==> src/rtl/cartmap_pkg.sv <==
package cartmap_pkg;
  typedef enum logic [1:0] {
    PM_LO_PAGED = 2'd0,
    PM_HI_PAGED = 2'd1,
    PM_BOTH     = 2'd2,
    PM_WIDE     = 2'd3
  } prg_mode_e;

  typedef enum logic [1:0] {
    MIR_VERT = 2'd0,
    MIR_HORZ = 2'd1,
    MIR_ONE0 = 2'd2,
    MIR_ONE1 = 2'd3
  } mirror_e;
endpackage

==> src/rtl/cartmap_regfile.sv <==
module cartmap_regfile
  import cartmap_pkg::*;
#(
  parameter logic [15:0] BASE   = 16'h5000,
  parameter int          NREG   = 8,
  parameter int          RW     = 4,
  parameter int          PB_W   = 5,
  parameter int          WP_W   = 2,
  parameter int          CP_W   = 5,
  parameter int          SLOT_W = 3,
  parameter bit          EXP_EN = 1'b1
) (
  input  logic              clk,
  input  logic              rst,
  input  logic [15:0]       cpu_addr,
  input  logic [RW-1:0]     cpu_wdata,
  input  logic              cpu_we,
  output prg_mode_e         mode,
  output mirror_e           mir,
  output logic [PB_W-1:0]   bank_a,
  output logic [PB_W-1:0]   bank_b,
  output logic [WP_W-1:0]   wram_pg,
  output logic [CP_W-1:0]   chr_pg,
  output logic [SLOT_W-1:0] slot
);
  localparam int IDX_W = $clog2(NREG);
  localparam int TOP_W = 16 - IDX_W - 3;
  localparam int HI_W  = PB_W - RW;

  logic [NREG-1:0][RW-1:0] regs;
  logic                    hit;
  logic [IDX_W-1:0]        idx;

  assign hit = cpu_we && (cpu_addr[15:IDX_W+3] == BASE[15:IDX_W+3]) && (cpu_addr[2:0] == 3'd0);
  assign idx = cpu_addr[IDX_W+2:3];

  always_ff @(posedge clk) begin
    if (rst) begin
      regs <= '0;
    end else begin
      for (int i = 0; i < NREG; i++) begin
        if (hit && (idx == IDX_W'(i)) && !(EXP_EN && (i == NREG - 1)))
          regs[i] <= cpu_wdata;
      end
    end
  end

  assign mode    = prg_mode_e'(regs[0][1:0]);
  assign mir     = mirror_e'(regs[0][3:2]);
  assign bank_a  = {regs[2][HI_W-1:0], regs[1]};
  assign bank_b  = {regs[4][HI_W-1:0], regs[3]};
  assign wram_pg = regs[5][WP_W-1:0];
  assign chr_pg  = {regs[5][RW-1], regs[6]};
  assign slot    = regs[NREG-1][SLOT_W-1:0];

  // without a decoded write the register state is unchanged
  p_no_stray_write_r2: assert property (@(posedge clk) disable iff (rst)
    !hit |=> $stable(regs))
    else $error("register changed without a decoded write");

  // one cycle after reset every register reads zero
  p_reset_clear_r1: assert property (@(posedge clk)
    $past(rst) |-> (regs == '0))
    else $error("registers not cleared by reset");
endmodule

==> src/rtl/cartmap_cpu_map.sv <==
module cartmap_cpu_map
  import cartmap_pkg::*;
#(
  parameter logic [15:0] BASE    = 16'h5000,
  parameter int          NREG    = 8,
  parameter int          PB_W    = 5,
  parameter int          POFF_W  = 14,
  parameter int          WP_W    = 2,
  parameter int          WOFF_W  = 13,
  parameter bit          EXP_EN  = 1'b1
) (
  input  logic                   clk,
  input  logic                   rst,
  input  logic [15:0]            cpu_addr,
  input  logic                   cpu_we,
  input  prg_mode_e              mode,
  input  logic [PB_W-1:0]        bank_a,
  input  logic [PB_W-1:0]        bank_b,
  input  logic [WP_W-1:0]        wram_pg,
  output logic [PB_W+POFF_W-1:0] prg_addr,
  output logic                   prg_ce,
  output logic [WP_W+WOFF_W-1:0] wram_addr,
  output logic                   wram_ce,
  output logic                   exp_ce,
  output logic                   exp_we,
  output logic [1:0]             exp_idx
);
  localparam logic [15:0] EXP_BASE = BASE + 16'(8 * (NREG - 1));

  logic            half;
  logic [PB_W-1:0] page;
  logic            prg_hit, wram_hit, exp_hit;

  assign half     = cpu_addr[POFF_W];
  assign prg_hit  = cpu_addr[15];
  assign wram_hit = (cpu_addr[15:13] == 3'b011);
  assign exp_hit  = EXP_EN && (cpu_addr[15:2] == EXP_BASE[15:2]);

  always_comb begin
    unique case (mode)
      PM_LO_PAGED: page = half ? {PB_W{1'b1}} : bank_a;
      PM_HI_PAGED: page = half ? bank_a : {PB_W{1'b0}};
      PM_BOTH:     page = half ? bank_b : bank_a;
      default:     page = {bank_a[PB_W-1:1], half};
    endcase
  end

  always_ff @(posedge clk) begin
    if (rst) begin
      prg_addr  <= '0;
      prg_ce    <= 1'b0;
      wram_addr <= '0;
      wram_ce   <= 1'b0;
      exp_ce    <= 1'b0;
      exp_we    <= 1'b0;
      exp_idx   <= 2'd0;
    end else begin
      prg_addr  <= {page, cpu_addr[POFF_W-1:0]};
      prg_ce    <= prg_hit;
      wram_addr <= {wram_pg, cpu_addr[WOFF_W-1:0]};
      wram_ce   <= wram_hit;
      exp_ce    <= exp_hit;
      exp_we    <= exp_hit && cpu_we;
      exp_idx   <= cpu_addr[1:0];
    end
  end

  // CPU-side enables are mutually exclusive
  p_cpu_ce_excl_r12: assert property (@(posedge clk) disable iff (rst)
    $onehot0({prg_ce, wram_ce, exp_ce}))
    else $error("more than one CPU-side enable");

  // high half in layout 0 lands on the last page
  p_last_page_r3: assert property (@(posedge clk) disable iff (rst)
    (prg_hit && half && mode == PM_LO_PAGED) |=> (prg_ce && prg_addr[PB_W+POFF_W-1:POFF_W] == {PB_W{1'b1}}))
    else $error("layout 0 high half not on last page");

  // low half in layout 1 lands on page 0
  p_first_page_r4: assert property (@(posedge clk) disable iff (rst)
    (prg_hit && !half && mode == PM_HI_PAGED) |=> (prg_addr[PB_W+POFF_W-1:POFF_W] == '0))
    else $error("layout 1 low half not on page 0");

  // an expansion write strobe only appears with its enable
  p_exp_we_r11: assert property (@(posedge clk) disable iff (rst)
    exp_we |-> exp_ce)
    else $error("expansion write without enable");
endmodule

==> src/rtl/cartmap_vid_map.sv <==
module cartmap_vid_map
  import cartmap_pkg::*;
#(
  parameter int VA_W   = 14,
  parameter int CP_W   = 5,
  parameter int SLOT_W = 3,
  parameter int SOFF_W = 10
) (
  input  logic                   clk,
  input  logic                   rst,
  input  logic [VA_W-1:0]        ppu_addr,
  input  mirror_e                mir,
  input  logic [CP_W-1:0]        chr_pg,
  input  logic [SLOT_W-1:0]      slot,
  output logic [CP_W+SOFF_W-1:0] chr_addr,
  output logic                   chr_ce,
  output logic                   nt_a10,
  output logic                   nt_ce
);
  logic [SLOT_W-1:0] cur_slot;
  logic [CP_W-1:0]   page;
  logic              nt_hit;
  logic              a10_next;

  assign cur_slot = ppu_addr[SOFF_W+SLOT_W-1:SOFF_W];
  assign nt_hit   = ppu_addr[VA_W-1];
  assign page     = (cur_slot == slot) ? chr_pg : CP_W'(cur_slot);

  always_comb begin
    unique case (mir)
      MIR_VERT: a10_next = ppu_addr[10];
      MIR_HORZ: a10_next = ppu_addr[11];
      MIR_ONE0: a10_next = 1'b0;
      default:  a10_next = 1'b1;
    endcase
  end

  always_ff @(posedge clk) begin
    if (rst) begin
      chr_addr <= '0;
      chr_ce   <= 1'b0;
      nt_a10   <= 1'b0;
      nt_ce    <= 1'b0;
    end else begin
      chr_addr <= {page, ppu_addr[SOFF_W-1:0]};
      chr_ce   <= !nt_hit;
      nt_a10   <= a10_next;
      nt_ce    <= nt_hit;
    end
  end

  // video-side enables are mutually exclusive
  p_vid_ce_excl_r12: assert property (@(posedge clk) disable iff (rst)
    $onehot0({chr_ce, nt_ce}))
    else $error("both video enables high");

  // single-screen 1 always selects the upper nametable
  p_one1_r10: assert property (@(posedge clk) disable iff (rst)
    (nt_hit && mir == MIR_ONE1) |=> nt_a10)
    else $error("single-screen 1 gave A10 low");

  // slots other than the switchable one map straight through
  p_fixed_slot_r9: assert property (@(posedge clk) disable iff (rst)
    (!nt_hit && cur_slot != slot) |=> (chr_addr[CP_W+SOFF_W-1:SOFF_W] == CP_W'($past(cur_slot))))
    else $error("fixed slot remapped");
endmodule

==> src/rtl/cart_bank_mapper.sv <==
module cart_bank_mapper
  import cartmap_pkg::*;
#(
  parameter logic [15:0] BASE_ADDR   = 16'h5000,
  parameter int          NREG        = 8,
  parameter int          REG_W       = 4,
  parameter int          PRG_BANK_W  = 5,
  parameter int          WRAM_BANK_W = 2,
  parameter int          CHR_BANK_W  = 5,
  parameter int          SLOT_W      = 3,
  parameter int          VA_W        = 14,
  parameter bit          EXP_EN      = 1'b1
) (
  input  logic        clk,
  input  logic        rst,
  input  logic [15:0] cpu_addr,
  input  logic [3:0]  cpu_wdata,
  input  logic        cpu_we,
  input  logic [13:0] ppu_addr,
  output logic [18:0] prg_addr,
  output logic        prg_ce,
  output logic [14:0] wram_addr,
  output logic        wram_ce,
  output logic [14:0] chr_addr,
  output logic        chr_ce,
  output logic        nt_a10,
  output logic        nt_ce,
  output logic        exp_ce,
  output logic        exp_we,
  output logic [1:0]  exp_idx
);
  localparam int PRG_OFF_W  = 14;
  localparam int WRAM_OFF_W = 13;
  localparam int CHR_OFF_W  = 10;

  prg_mode_e              mode;
  mirror_e                mir;
  logic [PRG_BANK_W-1:0]  bank_a, bank_b;
  logic [WRAM_BANK_W-1:0] wram_pg;
  logic [CHR_BANK_W-1:0]  chr_pg;
  logic [SLOT_W-1:0]      slot;

  cartmap_regfile #(
    .BASE(BASE_ADDR), .NREG(NREG), .RW(REG_W), .PB_W(PRG_BANK_W),
    .WP_W(WRAM_BANK_W), .CP_W(CHR_BANK_W), .SLOT_W(SLOT_W), .EXP_EN(EXP_EN)
  ) u_regs (
    .clk(clk), .rst(rst), .cpu_addr(cpu_addr), .cpu_wdata(cpu_wdata), .cpu_we(cpu_we),
    .mode(mode), .mir(mir), .bank_a(bank_a), .bank_b(bank_b),
    .wram_pg(wram_pg), .chr_pg(chr_pg), .slot(slot)
  );

  cartmap_cpu_map #(
    .BASE(BASE_ADDR), .NREG(NREG), .PB_W(PRG_BANK_W), .POFF_W(PRG_OFF_W),
    .WP_W(WRAM_BANK_W), .WOFF_W(WRAM_OFF_W), .EXP_EN(EXP_EN)
  ) u_cpu (
    .clk(clk), .rst(rst), .cpu_addr(cpu_addr), .cpu_we(cpu_we),
    .mode(mode), .bank_a(bank_a), .bank_b(bank_b), .wram_pg(wram_pg),
    .prg_addr(prg_addr), .prg_ce(prg_ce), .wram_addr(wram_addr), .wram_ce(wram_ce),
    .exp_ce(exp_ce), .exp_we(exp_we), .exp_idx(exp_idx)
  );

  cartmap_vid_map #(
    .VA_W(VA_W), .CP_W(CHR_BANK_W), .SLOT_W(SLOT_W), .SOFF_W(CHR_OFF_W)
  ) u_vid (
    .clk(clk), .rst(rst), .ppu_addr(ppu_addr), .mir(mir), .chr_pg(chr_pg), .slot(slot),
    .chr_addr(chr_addr), .chr_ce(chr_ce), .nt_a10(nt_a10), .nt_ce(nt_ce)
  );
endmodule

==> config.mk <==
export PLATFORM = sky130hd
export DESIGN_NAME = cart_bank_mapper
export DESIGN_NICKNAME = d
export VERILOG_FILES = /design/src/rtl/cartmap_pkg.sv /design/src/rtl/cartmap_regfile.sv /design/src/rtl/cartmap_cpu_map.sv /design/src/rtl/cartmap_vid_map.sv /design/src/rtl/cart_bank_mapper.sv
export SDC_FILE = /design/constraint.sdc
export NUM_CORES = 1
export LEC_CHECK = 0
export BUFFER_PORTS_ARGS = -buffer_cell sky130_fd_sc_hd__buf_2
export CORE_AREA = 2 2 79 81
export CTS_CLUSTER_DIAMETER = 30
export DETAILED_ROUTE_END_ITERATION = 6
export DIE_AREA = 0 0 81 83
export PLACE_DENSITY_LB_ADDON = 0.25
export SYNTH_ARGS = -nofsm -noshare
export SYNTH_HDL_FRONTEND = slang
export SYNTH_HIERARCHICAL = 1
export SYNTH_SLANG_ARGS = --single-unit
export TNS_END_PERCENT = 50
==> constraint.sdc <==
create_clock -name clk -period 1.4 [get_ports clk]
set_input_delay 0.21 -clock clk [delete_from_list [all_inputs] [get_ports clk]]
set_output_delay 0.21 -clock clk [all_outputs]
set_load 0.02 [all_outputs]
# Yosys cells after proc, flatten, opt, wreduce, memory -nomap -nowiden

Cells that the tools add are included.

Register bits after elaboration: 80
Output and inout port bits: 58
Logic and storage cells: 56

Equal/unequal tests: 13
Muxes and demuxes: 6
Bitwise operators: 1
Reductions and logical operators: 17

Operator list:

| cell                 | count |
|---|---|
| $mux 5               | 3 |
| $pmux 5 s3           | 1 |
| $eq 14x13->1 const B | 1 |
| $eq 10x9->1 const B  | 1 |
| $logic_and 1x1->1    | 10 |
| $eq 3x2->1 const B   | 3 |
| $eq 3x3->1 const B   | 3 |
| $logic_not 3->1      | 3 |
| $eq 2x1->1 const B   | 2 |
| $eq 2x2->1 const B   | 2 |
| $logic_not 2->1      | 2 |
| $eq 3x1->1 const B   | 1 |
| $mux 3               | 1 |
| $pmux 1 s3           | 1 |
| $reduce_or 2->1      | 1 |
| $logic_not 1->1      | 1 |
| $not 1->1            | 1 |

# Longest topological paths before layout

Depth after elaboration: 4
Depth in mapped cells: 5
Gate-level depth less buffers: 4

# Cells and area by module

The synthesis kept the hierarchy.

Modules (own cells, without submodules):

| module          | times used | cells an instance | area an instance (um^2) | seq. area each (um^2) |
|---|---|---|---|---|
| cartmap_regfile | 1          | 92                | 955.9                   | 420.4 |
| cartmap_cpu_map | 1          | 90                | 910.9                   | 500.5 |
| cartmap_vid_map | 1          | 51                | 586.8                   | 360.3 |

# Worst setup path before layout

OpenSTA, ideal clock, no wires.

Kind: input port to flip-flop
From: input cpu_addr[1]
To: register u_regs.regs, in the netlist u_regs/bank_a[0]
Arrival: 1,389 ps
Data required time: 1,275 ps
Setup slack: -114 ps
Stages on the path: 5
Path buffers: 1
Path through: nor4_2 -> nand4_2 -> or4b_1 -> buf_2 -> mux2i_1

Word-level cells in the longest chain between the ends: 3

RTL lines:

| element                        | line                   | text |
|---|---|---|
| start: declaration             | cart_bank_mapper.sv:16 | `input logic [15:0] cpu_addr,` |
| $logic_not 3->1                | cartmap_regfile.sv:34  | `assign hit = cpu_we && (cpu_addr[15:IDX_W+3] == BASE[15:IDX_W+3]) && (cpu_addr[2:0] == 3'd0);` |
| $logic_and 1x1->1              | cartmap_regfile.sv:34  |  |
| $logic_and 1x1->1              | cartmap_regfile.sv:42  | `if (hit && (idx == IDX_W'(i)) && !(EXP_EN && (i == NREG - 1)))` |
| end signal: indexed assignment | cartmap_regfile.sv:43  | `regs[i] <= cpu_wdata;` |
| end: declaration               | cartmap_regfile.sv:30  | `logic [NREG-1:0][RW-1:0] regs;` |

No other way between the ends.
A chain may end at the register's enable or synchronous reset.

# Final worst setup path

From: input cpu_addr[7]
To: register u_regs.regs, in the netlist u_regs/bank_a[0]

Word-level cells in the longest chain between the ends: 4

RTL lines:

| element                         | line |
|---|---|
| $eq 10x9->1                     | cartmap_regfile.sv:34 |
| $logic_and 1x1->1 (2 in series) | cartmap_regfile.sv:34 |
| $logic_and 1x1->1               | cartmap_regfile.sv:42 |

No other way between the ends.

==> qor.yml <==
floorplan:
  die_area_um2: 6720
  io-pin-count: 95
  core-area_um2: 5820
  die_y_um: 83
  fp.dieW_um: 81
  start_util: 0.422
  fp-row-count: 28
sta:
  drv_slew: 0
  finalSetupTns_ns: 0
  hold_viol: 0
  max_freq_ghz: 0.734
  setup_ws_ns: 0.0381
  period_share: 0.973
  setup_violations: 0
  period_minus_slack_ns: 1.36
  fin_skew_ns: 0.00484
detailed_routing:
  vias: 1819
  routedWlPerCell_um: 12.0
  drc: 0
  routed_via_density: 4.44
  drtIter0Drc: 48
  firstDrtPassIters: 4
  drtAntennaViolNets: 0
  wirelength_mm: 4.92
grt:
  grt_max_degree: 24
  grt_overflow: 0
  grt_first_pass_wirelength_mm: 7.99
  antenna_found_initial: 0
  grt_pass1_vias: 1773
  grt_use_total: 0.155
clock_tree:
  clock_latency_ns: 0.33
  cts_sinks: 64
  cts_tree: "done"
  htreeDepth: 3
  cts-hold-fix-buffers: 0
  cts-root-buf: "clkbuf_8"
  clk_pin_slew_ns: 0.07
  cts_setup_buffers: 0
  cts_buffers: 9
  cts_resized: 3
  clockBufferDepth: 2
cells_and_area:
  areaGrowthSynthToFinish_pct: 33.0
  fin_nets: 367
  final_layout_size_suffix_gt1_frac: 0.406
  final_util: 0.561
  insertedDiodeCount: 0
  fillCellCount: 555
synth:
  synth_top_area_cell: "dfxtp_1"
  synth_area_leaders: "dfxtp_1 52%, mux2i_1 9.8%, nand2b_1 7.6%"
  yosysTopAreaCellShare: 0.522
  synth.distinct_cells: 30
  syn_inst: 233
  yosysWarnings: 6
  seq_area_frac_synth: 0.522
  syn_avg_cell_area_um2: 10.5
  synthesis.area_um2: 2450
  synth_seq_cells: 64
critical_path:
  worst_r2r_endpoint: "u_cpu/prg_addr[14]$_SDFF_PP0_"
  crit_start: "cpu_addr[7]"
  cpPeakStageDelay_ns: 0.57
  cp_data_arrival_time_ns: 1.56
  crit_fanout: 6
  cp-end-kind: "flop"
  ff2ff_path_depth: 3
  r2r_setup_slack_ns: 0.22
  critical_path_class: "in -> reg"
  required_ns: 1.60
  crit_chain: "buf_2, nor4_4, nand4_4, or4b_4, mux2i_1"
  critPathSlowestCell: "or4b_4"
  cp-start-kind: "primary input"
  path_buf_inv: 1
  path_depth: 5
  crit_end: "u_regs/bank_a[0]$_SDFFE_PP0P_"
  cp_top_family: "simple AND/OR/NAND/NOR gates"
  r2r-start: "u_regs/mode[1]$_SDFFE_PP0P_"
placed_design:
  dp_worst_setup_slack_ns: -0.389
  portBuffers: 94
  place_congestion: 0.763
  hpwl_mm: 3.63
power:
  p_leak_nw: 1.59
  vdd_ir_drop_max_mv: 0.763
  total_power_mw: 4.05
  p_per_area_nw_per_um2: 1240
flow_run:
  drv_cap: 0
worst_hold_path:
  min_path_type: "in -> reg"
status:
  status: "finished clean"
-- layout make-up --
| class | instances | area (µm²) | area share |
|---|---|---|---|
| clock buffers | 11 | 141 | 0.0433 |
| clock inverters | 5 | 80.1 | 0.0245 |
| repair buffers | 113 | 626 | 0.192 |
| well taps | 75 | 93.8 | 0.0288 |
| flip-flops and latches | 64 | 1280 | 0.393 |
| inverters | 2 | 7.51 | 0.00230 |
| multi-input cells | 140 | 1030 | 0.317 |
-- placed cells by master (no fill, tap or decap) --
cell type,netlist,final
buf_2,2,94
nand2b_1,30,30
or4_1,2,1
buf_12,0,1
clkinv_2,0,1
conb_1,1,3
nor4_4,0,2
or3_1,1,1
and4b_1,1,1
clkinvlp_4,0,2
xor2_1,3,3
nor4b_1,3,2
nor2_1,15,15
inv_1,2,2
a2111oi_1,5,5
o21ai_0,3,3
mux2i_1,24,24
and3b_1,3,3
or4_4,0,1
a21oi_1,1,1
or2b_1,1,1
nand2_1,3,3
nor3_1,2,2
clkbuf_8,0,10
nand4_4,0,1
nor2b_1,28,28
bufinv_16,0,2
nor3_4,1,1
buf_4,19,18
dfxtp_1,64,64
nand4b_1,1,1
clkbuf_1,8,1
nand3b_1,1,1
o21ai_1,3,3
nand3_1,1,1
nor4b_2,0,1
or4b_4,0,2
-- routing by layer --
layer | part of all wire | global-route usage | up-vias
li1 | - | - | 945
met1 | 0.45 | 0.191 | 817
met2 | 0.49 | 0.246 | 46
met3 | 0.039 | 0.0348 | 11
met4 | 0.022 | 0.0878 | 0
met5 | 0 | 0 | -
-- power by group --
group | switching, mW | internal, mW
combinational | 0.246 | 0.181
clock | 0.680 | 1.05
sequential | 0.0158 | 1.88
-- synthesized netlist by cell type (all sizes together) --
master / count
and4b: 1
o21ai: 6
nand3: 1
nand3b: 1
mux2i: 24
a21oi: 1
nand2: 3
nand4b: 1
and3b: 3
or3: 1
nor2b: 28
nor4: 2
or2b: 1
nor4b: 3
nand4: 1
or4: 2
nand2b: 30
or4b: 2
inv: 2
nor3: 3
conb: 1
clkbuf: 8
a2111oi: 5
xor2: 3
nor2: 15
buf: 21
dfxtp: 64
-- cells by family (layout without fill, tap and decap cells) --
family / Yosys count / count (layout) / share of synthesized area
compound gates: 12 / 12 / 0.0347
xor+xnor: 3 / 3 / 0.0107
buf+inv: 31 / 131 / 0.0775
flops: 64 / 64 / 0.522
mux: 24 / 24 / 0.0979
other cells: 1 / 3 / 0.00153
simple gates: 98 / 98 / 0.255
-- metrics by stage --
stage                     cell area (µm²)  hold WS, ns  cells
after floorplan                      2480        0.282    235
after global placement               3020        0.378    394
after detailed placement             3020        0.382    394
after CTS                            3250       0.0219    410
after global routing                 3260       0.0218    410
final                                3260       0.0397    410
-- state kept, by name, indices dropped and copies added (netlist names), 2 cells and up --
name / flops
u_cpu/prg_addr: 19
u_vid/chr_addr: 15
u_regs/bank_a: 5
u_regs/wram_pg: 2
u_regs/bank_b: 5
u_cpu/wram_addr: 2
u_regs/mode: 2
u_regs/mir: 2
u_regs/chr_pg: 5
-- worst min path at each step --
stage	from	to	slack [ns]	depth (start not counted)
2_1_floorplan	ppu_addr[13]	u_vid/chr_ce$_SDFF_PP0_	0.28	1
5_1_grt	ppu_addr[13]	u_vid/chr_ce$_SDFF_PP0_	0.02	2
3_3_place_gp	ppu_addr[13]	u_vid/chr_ce$_SDFF_PP0_	0.38	2
3_5_place_dp	ppu_addr[13]	u_vid/chr_ce$_SDFF_PP0_	0.38	2
6_report	ppu_addr[13]	u_vid/chr_ce$_SDFF_PP0_	0.04	2
4_1_cts	ppu_addr[13]	u_vid/chr_ce$_SDFF_PP0_	0.02	2
Power figures use the tool's default switching activity.
